<file path="config.mk">
export PLATFORM = sky130hd
export DESIGN_NAME = audio_clkgen
export DESIGN_NICKNAME = d
export VERILOG_FILES = /design/src/rtl/audio_clkgen_pkg.sv /design/src/rtl/acg_frac.sv /design/src/rtl/acg_bdiv.sv /design/src/rtl/audio_clkgen.sv
export SDC_FILE = /design/constraint.sdc
export NUM_CORES = 1
export LEC_CHECK = 0
export CAP_MARGIN = 30
export CORE_MARGIN = 1.5
export CORE_UTILIZATION = 50
export DETAILED_ROUTE_END_ITERATION = 7
export HOLD_SLACK_MARGIN = 0.02
export PLACE_DENSITY_LB_ADDON = 0.3
export REMOVE_ABC_BUFFERS = 1
export SKIP_CTS_REPAIR_TIMING = 1
export SYNTH_ARGS = -nofsm -noshare
export SYNTH_HDL_FRONTEND = slang
export SYNTH_HIERARCHICAL = 1
export SYNTH_SLANG_ARGS = --single-unit
</file>
<file path="constraint.sdc">
create_clock -name clk -period 8.5 [get_ports clk]
set_input_delay 1.7 -clock clk [delete_from_list [all_inputs] [get_ports clk]]
set_output_delay 1.7 -clock clk [all_outputs]
set_load 0.05 [all_outputs]
</file>
<file path="src/rtl/audio_clkgen_pkg.sv">
package audio_clkgen_pkg;

  // Residue left after one rate step has overflowed. If more than one
  // divisor remains (multiplier above divisor), clear it so that the
  // stage toggles every cycle and never runs ahead.
  function automatic logic [15:0] frac_residue(input logic [15:0] sum,
                                               input logic [15:0] den);
    logic [15:0] rem;
    rem = sum - den;
    return (rem >= den) ? 16'd0 : rem;
  endfunction

  // Number of master half periods in one bit clock period.
  function automatic logic [15:0] half_periods(input logic [15:0] div_val);
    return (div_val + 16'd1) << 1;
  endfunction

endpackage

</file>
<file path="src/rtl/acg_frac.sv">
module acg_frac
  import audio_clkgen_pkg::*;
#(
  parameter int W = 8
) (
  input  logic         clk,
  input  logic         rst_n,
  input  logic [W-1:0] mul_in,
  input  logic [W-1:0] div_in,
  output logic         mclk,
  output logic         mclk_tick,
  output logic         toggle,
  output logic         running,
  output logic [W-1:0] acc_out,
  output logic [W-1:0] den_out
);

  logic [W-1:0] mul_q, den_q, acc_q;
  logic         mclk_q, tick_q;
  logic [W:0]   sum;
  logic [W-1:0] acc_step;
  logic         tog, fall, load, run_w;

  always_comb begin
    run_w    = (|mul_q) && (|den_q);
    sum      = {1'b0, acc_q} + {1'b0, mul_q};
    tog      = run_w && (sum >= {1'b0, den_q});
    acc_step = tog ? W'(frac_residue(16'(sum), 16'(den_q))) : sum[W-1:0];
    fall     = tog && mclk_q;
    load     = !run_w || fall;
  end

  always_ff @(posedge clk or negedge rst_n) begin
    if (!rst_n) begin
      mul_q  <= '0;
      den_q  <= '0;
      acc_q  <= '0;
      mclk_q <= 1'b0;
      tick_q <= 1'b0;
    end else begin
      mclk_q <= mclk_q ^ tog;
      tick_q <= tog && !mclk_q;
      if (load) begin
        mul_q <= mul_in;
        den_q <= div_in;
      end
      if (!run_w)
        acc_q <= '0;
      else if (fall)
        acc_q <= (acc_step >= div_in) ? '0 : acc_step;
      else
        acc_q <= acc_step;
    end
  end

  assign mclk      = mclk_q;
  assign mclk_tick = tick_q;
  assign toggle    = tog;
  assign running   = run_w;
  assign acc_out   = acc_q;
  assign den_out   = den_q;

endmodule

</file>
<file path="src/rtl/acg_bdiv.sv">
module acg_bdiv
  import audio_clkgen_pkg::*;
#(
  parameter int DW = 6
) (
  input  logic          clk,
  input  logic          rst_n,
  input  logic [DW-1:0] div_in,
  input  logic          m_toggle,
  output logic          bclk,
  output logic          bclk_tick,
  output logic [DW-1:0] div_act
);

  localparam int CW = DW + 1;

  logic [CW-1:0] cnt_q, cnt_last, cnt_mid;
  logic [DW-1:0] div_q, div_eff;
  logic          bclk_q, bclk_nxt, tick_q, at_start;

  always_comb begin
    at_start = (cnt_q == '0) && !bclk_q;
    div_eff  = at_start ? div_in : div_q;
    cnt_last = CW'(half_periods(16'(div_eff)) - 16'd1);
    cnt_mid  = CW'(div_eff) + CW'(1);
    bclk_nxt = bclk_q;
    if (m_toggle) begin
      if (cnt_q == '0)
        bclk_nxt = 1'b1;
      else if (cnt_q == cnt_mid)
        bclk_nxt = 1'b0;
    end
  end

  always_ff @(posedge clk or negedge rst_n) begin
    if (!rst_n) begin
      cnt_q  <= '0;
      div_q  <= '0;
      bclk_q <= 1'b0;
      tick_q <= 1'b0;
    end else begin
      div_q  <= div_eff;
      bclk_q <= bclk_nxt;
      tick_q <= bclk_q && !bclk_nxt;
      if (m_toggle)
        cnt_q <= (cnt_q == cnt_last) ? '0 : cnt_q + CW'(1);
    end
  end

  assign bclk      = bclk_q;
  assign bclk_tick = tick_q;
  assign div_act   = div_q;

endmodule

</file>
<file path="src/rtl/audio_clkgen.sv">
module audio_clkgen #(
  parameter int FRAC_W = 8,
  parameter int DIV_W  = 6
) (
  input  logic              clk,
  input  logic              rst_n,
  input  logic [FRAC_W-1:0] rate_mul,
  input  logic [FRAC_W-1:0] rate_div,
  input  logic [DIV_W-1:0]  bit_div,
  output logic              mclk,
  output logic              bclk,
  output logic              mclk_tick,
  output logic              bclk_tick
);

  // Internal events brought out for the checker.
  logic              m_toggle;
  logic              m_run;
  logic [FRAC_W-1:0] m_acc;
  logic [FRAC_W-1:0] m_den;
  logic [DIV_W-1:0]  b_div;

  acg_frac #(.W(FRAC_W)) u_frac (
    .clk       (clk),
    .rst_n     (rst_n),
    .mul_in    (rate_mul),
    .div_in    (rate_div),
    .mclk      (mclk),
    .mclk_tick (mclk_tick),
    .toggle    (m_toggle),
    .running   (m_run),
    .acc_out   (m_acc),
    .den_out   (m_den)
  );

  acg_bdiv #(.DW(DIV_W)) u_bdiv (
    .clk       (clk),
    .rst_n     (rst_n),
    .div_in    (bit_div),
    .m_toggle  (m_toggle),
    .bclk      (bclk),
    .bclk_tick (bclk_tick),
    .div_act   (b_div)
  );

endmodule

</file>
==> flow_summary.yaml, run 1 <==
outcome:
  status: "finished clean"
placed_design:
  dp_hpwl_mm: 5.88
  gp_congestion: 0.948
  io_buffers: 27
global_route:
  grt_pass1_vias: 2735
  track_usage_pct: 21.6
  grt_overflow: 0
  grt_max_degree: 42
  grt_pass1_wl_mm: 12.8
  grt_antenna_before_repair: 0
synth:
  yosysMostFrequentCell: "nand2_1"
  ys_warn_count: 6
  synthesis.area_um2: 3480
  synth_area_leaders: "dfrtp_1 (29%), ha_1 (14%), nand2_1 (5.3%)"
  synth-simple-area-share_pct: 19.8
  yosys.area.top_type_share_pct: 29.5
  syn_avg_cell_area_um2: 9.00
  synth_xor_area_share_pct: 9.67
  synth-main-ff-cell: "dfrtp_1"
  synth_commonest_cells: "nand2_1 (49), dfrtp_1 (41), ha_1 (38)"
  synth_top_family_by_area: "simple AND/OR/NAND/NOR gates"
  ys_types: 58
  synthAdderAreaFrac_pct: 14.8
  synth_compound_gate_area_share_pct: 15.1
  async_flop_share_pct: 100
  synthMuxAreaShare_pct: 5.50
  postSynthRegisterBits: 41
  synth_area_leader_cell: "dfrtp_1"
  synthCells: 387
  synth-edff-count: 0
  yosysSeqAreaShare_pct: 29.5
sta:
  tightest_slew_ns: 0.915
  drv_slew: 0
  setup_violations: 0
  min_period_ns: 5.56
  hold_viol_final: 0
  fin_crit_sh_pct: 65.4
  max_freq_mhz: 180
  max_slew_margin_pct: 39.0
  skew_ns: 0.00517
  grt_setup_unrepaired: "false"
  fin_tns_setup_ns: 0
floorplan:
  fp.dieW_um: 86.5
  ios: 28
  core_um2: 6760
  rows: 30
  start_util_pct: 51.5
  die_h_um: 86.5
  die_area_um2: 7470
final_layout:
  fill_cells: 605
  area_growth_pct: 11.3
  nNetsFinal: 472
  drive_gt1_share_pct: 8.56
  num_antenna_cells: 0
  multi_input_area_um2: 2260
  regArea_um2: 1030
route:
  drtIter0Drc: 141
  firstDrtPassIters: 4
  vias: 2855
  vias_per_cell: 5.84
  drt-total-wl_mm: 7.64
  drc: 0
  antenna_left: 0
  wire_per_inst_um: 15.6
critical_path:
  crit_required_ns: 8.71
  critical_path_class: "reg -> reg"
  worstSetupStartpointType: "flop"
  crit_arrival_ns: 5.76
  worst-path-max-fanout: 8
  endpoint_kind: "flop"
cts:
  cts.sinks: 41
  cts_buffer_depth: 2
  clk_latency_ns: 0.29
  tritoncts: "done"
  numCtsBuffers: 5
  clkSlewWorstSetupHoldPaths_ns: 0.08
  cts_root_buf: "clkbuf_8"
  h-tree-depth: 2
min_path:
  hp-class: "reg -> reg"
job:
  maxCapViolations: 0
[state kept, by name (all words and copies together), names as in the netlist]
register,flops
u_bdiv/bclk,1
u_frac/acc_out,8
u_frac/mclk,1
u_bdiv/bclk_tick,1
u_frac/mclk_tick,1
u_frac/mul_q,8
u_bdiv/div_act,6
u_frac/den_out,8
u_bdiv/cnt_q,7
[layout make-up]
| class | count | share of cell area, % |
|---|---|---|
| Multi-Input combinational cell | 301 | 58.3 |
| Inverter | 31 | 3.00 |
| Timing Repair Buffer | 28 | 7.36 |
| Clock buffer | 5 | 1.78 |
| Tap cell | 80 | 2.58 |
| Clock inverter | 3 | 0.452 |
| Sequential cell | 41 | 26.5 |
[path summary, 6_finish.rpt]
check,endpoint,slack (ns),start,cells after the start
max,u_frac/acc_out[7]$_DFF_PN0_,2.94,u_frac/mul_q[1]$_DFFE_PN0P_,23
min,u_bdiv/div_act[4]$_DFF_PN0_,0.53,u_bdiv/div_act[4]$_DFF_PN0_,2
max reg2reg,u_frac/acc_out[7]$_DFF_PN0_,2.94,u_frac/mul_q[1]$_DFFE_PN0P_,23
min reg2reg,u_bdiv/div_act[4]$_DFF_PN0_,0.53,u_bdiv/div_act[4]$_DFF_PN0_,2
max in group asynchronous,u_frac/mul_q[0]$_DFFE_PN0P_,6.70,rst_n,2
min in group asynchronous,u_frac/den_out[5]$_DFFE_PN0P_,1.32,rst_n,1
[metal layers]
metal	GRT usage [%]	wire length (µm)	part of all wire, %
met5	0	0	0
met4	9.38	279	3.7
met3	3.14	364	4.8
met2	36.6	3640	48
met1	27.5	3360	44
[cells in the final DEF, fill, tap and decap left out, types with 2 or more instances in the layout]
cell	n
a211oi_1	3
a21o_1	7
a21oi_1	20
a22oi_1	7
and3_1	2
clkbuf_8	5
clkdlybuf4s50_1	26
clkinv_2	2
dfrtp_1	41
fa_1	2
ha_1	38
inv_1	31
mux2_2	10
mux2i_1	5
nand2_1	49
nand2b_1	6
nand3_1	14
nand4_1	10
nor2_1	18
nor2b_1	4
nor3_1	4
nor3b_1	4
nor4_1	7
o211ai_1	4
o21a_1	2
o21ai_0	11
o21ai_1	4
o22ai_1	3
o311ai_0	2
o31a_1	3
or4_1	4
xnor2_1	15
xor2_1	19
[kinds of logic after synthesis]
family,after synthesis
AND/OR/NAND/NOR,132
AO/OA/AOI/OAI,76
buffers and inverters,45
flip-flops,41
adder cells (fa/ha/maj),40
XOR/XNOR,36
multiplexers,17
[per-stage QoR]
| step | hold slack [ns] | cells | cell area [µm²] | worst slack (ns) | utilization [%] |
|---|---|---|---|---|---|
| global route | 0.554 | 489 | 3870 | 2.55 | 57.4 |
| global placement | 0.508 | 480 | 3770 | 3.26 | 55.8 |
| finish | 0.528 | 489 | 3870 | 2.94 | 57.4 |
| CTS | 0.530 | 488 | 3850 | 3.01 | 57.1 |
| floorplan | 0.481 | 373 | 3400 | 3.71 | - |
| detailed placement | 0.510 | 480 | 3770 | 3.08 | 55.8 |
[worst max-delay path: stages (launching register included)]
cell	delay (ns)
dfrtp_1	0.44
ha_1	0.30
a21oi_1	0.21
inv_1	0.10
a21oi_1	0.21
xnor2_1	0.19
ha_1	0.32
o21a_1	0.12
o31a_1	0.14
or4_1	0.43
o311ai_0	0.18
ha_1	0.36
a211oi_1	0.27
o211ai_1	0.12
o221a_2	0.25
nor2_1	0.34
nand4_1	0.19
nand2_1	0.11
ha_1	0.23
a21o_1	0.15
a21o_1	0.19
a21oi_1	0.15
o21ai_1	0.23
a22oi_1	0.24
Power of run 1 is not shown: default switching activity piles up to over one toggle a cycle in this logic, so the estimate is an artifact.
==> inputs of run 2 (changes only) <==
==> constraint.sdc (replaced) <==
create_clock -name clk -period 5.8 [get_ports clk]
set_input_delay 1.16 -clock clk [delete_from_list [all_inputs] [get_ports clk]]
set_output_delay 1.16 -clock clk [all_outputs]
set_load 0.05 [all_outputs]
==> run 2 against run 1 <==
Net effect: setup slack worse by 2.5 ns; maximum frequency is 2.8% higher; routed wire length is 0.54% higher; via count is 0.39% lower; first-iteration DRC count is 1.4% higher; clock skew is 0.0041 ns higher; global-route usage is 0.079 points lower; final area is 1.1% higher; flip-flop and latch count stayed put.
==> flow_summary.yaml, run 2 (synthesis results as in run 1) <==
outcome:
  status: "finished clean"
sta:
  drv_slew: 0
  setup_violations: 0
  fin_tns_setup_ns: 0
  skew_ns: 0.00924
  max_freq_mhz: 185
  grt_setup_unrepaired: "false"
  hold_viol_final: 0
  fin_crit_sh_pct: 93.1
  tightest_slew_ns: 0.739
  max_slew_margin_pct: 50.7
  whs_ns: 0.522
  min_period_ns: 5.40
cts:
  cts_buffer_depth: 2
  cts_root_buf: "clkbuf_8"
  numCtsBuffers: 5
  cts.sinks: 41
  clk_latency_ns: 0.31
  h-tree-depth: 2
  clkSlewWorstSetupHoldPaths_ns: 0.08
  tritoncts: "done"
critical_path:
  crit_family: "compound AO/OA/AOI/OAI gates"
  crit_required_ns: 5.95
  slowest_delay_ns: 0.47
  cp-endpoint: "u_frac/acc_out[2]$_DFF_PN0_"
  critical_path_class: "reg -> reg"
  worst-path-max-fanout: 8
  rrSetupSlack_ns: 0.40
  crit_arrival_ns: 5.56
  r2r_end: "u_frac/acc_out[2]$_DFF_PN0_"
  endpoint_kind: "flop"
  reg2regPathDepth: 21
  timing.rr.start: "u_frac/mul_q[0]$_DFFE_PN0P_"
  cpMostUsedCell: "ha_1"
  path_cells: "ha_1 > fa_1 > xor2_1 > ha_1 > o21a_1 > o31a_1 > or4_1 > o311ai_0 > ha_1 > a211oi_1 > o211ai_1 > o221a_2 > nor3b_1 > a32oi_1 > ha_1 > nand2b_1 > a21o_1 > a21o_1 > a21oi_1 > o21ai_1 > a22oi_1"
  crit_path_start: "u_frac/mul_q[0]$_DFFE_PN0P_"
  slowest_stage: "o21ai_1"
  path_buf_inv: 0
  cp_num_cells: 21
  worstSetupStartpointType: "flop"
route:
  drtIter0Drc: 143
  drt-total-wl_mm: 7.68
  firstDrtPassIters: 4
  wire_per_inst_um: 15.7
  routed.top_layer: "met4"
  vias_per_cell: 5.80
  wl_met3_um: 269
  wl_met1_mm: 3.45
  antenna_left: 0
  wl_met2_mm: 3.75
  vias: 2844
  drc: 0
floorplan:
  fp.dieW_um: 86.5
  rows: 30
  start_util_pct: 51.5
  die_h_um: 86.5
  ios: 28
  core_um2: 6760
  die_area_um2: 7470
final_layout:
  final_area_um2: 3920
  drive_gt1_share_pct: 9.02
  layout_commonest_cell: "nand2_1"
  layout_common_cells: "nand2_1 (49), dfrtp_1 (41), ha_1 (38)"
  num_antenna_cells: 0
  nNetsFinal: 473
  area_growth_pct: 12.5
placed_design:
  gp_congestion: 0.956
  dp_hpwl_mm: 5.92
  io_buffers: 27
  dpl-instance-area_um2: 3780
global_route:
  grt_overflow: 0
  grt_antenna_before_repair: 0
  grt_max_degree: 42
  grt_pass1_wl_mm: 12.6
  track_usage_pct: 21.6
  grt_pass1_vias: 2776
job:
  maxCapViolations: 0
min_path:
  hp-class: "reg -> reg"
-- run 2: worst min path at each step --
stage / startpoint / endpoint / slack [ns] / cells past startpoint
after detailed placement: u_bdiv/div_act[4]$_DFF_PN0_ / u_bdiv/div_act[4]$_DFF_PN0_ / 0.51 / 2
after CTS: u_bdiv/div_act[4]$_DFF_PN0_ / u_bdiv/div_act[4]$_DFF_PN0_ / 0.53 / 2
after global routing: u_bdiv/cnt_q[0]$_DFFE_PN0P_ / u_bdiv/cnt_q[0]$_DFFE_PN0P_ / 0.55 / 1
after global placement: u_bdiv/div_act[4]$_DFF_PN0_ / u_bdiv/div_act[4]$_DFF_PN0_ / 0.51 / 2
after floorplan: u_bdiv/div_act[4]$_DFF_PN0_ / u_bdiv/div_act[4]$_DFF_PN0_ / 0.48 / 2
final: u_bdiv/div_act[4]$_DFF_PN0_ / u_bdiv/div_act[4]$_DFF_PN0_ / 0.52 / 2
-- run 2: worst register-to-register path, delay by kind of cell (launching register included) --
family,cells,cell delay (ns)
simple gates,3,0.68
flops,1,0.41
fa+ha+maj,5,1.67
xor+xnor,1,0.26
compound gates,12,2.25
-- run 2: per-layer routing --
layer / vias up / track usage, %
met5: - / 0
met4: 0 / 8.50
met3: 18 / 3.24
met2: 55 / 37.4
met1: 1351 / 26.9
li1: 1420 / -
-- run 2: layout make-up --
type	instances	area, µm²
Inverter	31	116
Tap cell	80	100
Clock inverter	2	37.5
Clock buffer	6	82.6
Sequential cell	41	1030
Fill cell	613	2840
Timing Repair Buffer	29	293
Multi-Input combinational cell	301	2260
-- run 2: metrics by stage --
step / utilization, % / setup slack [ns] / instances
finish: 58.0 / 0.398 / 490
global route: 58.0 / 0.0886 / 490
CTS: 57.7 / 0.394 / 489
detailed placement: 55.9 / 0.438 / 481
global placement: 55.9 / 0.560 / 481
floorplan: - / 1.01 / 373
Power of run 2 is left out for the same reason.
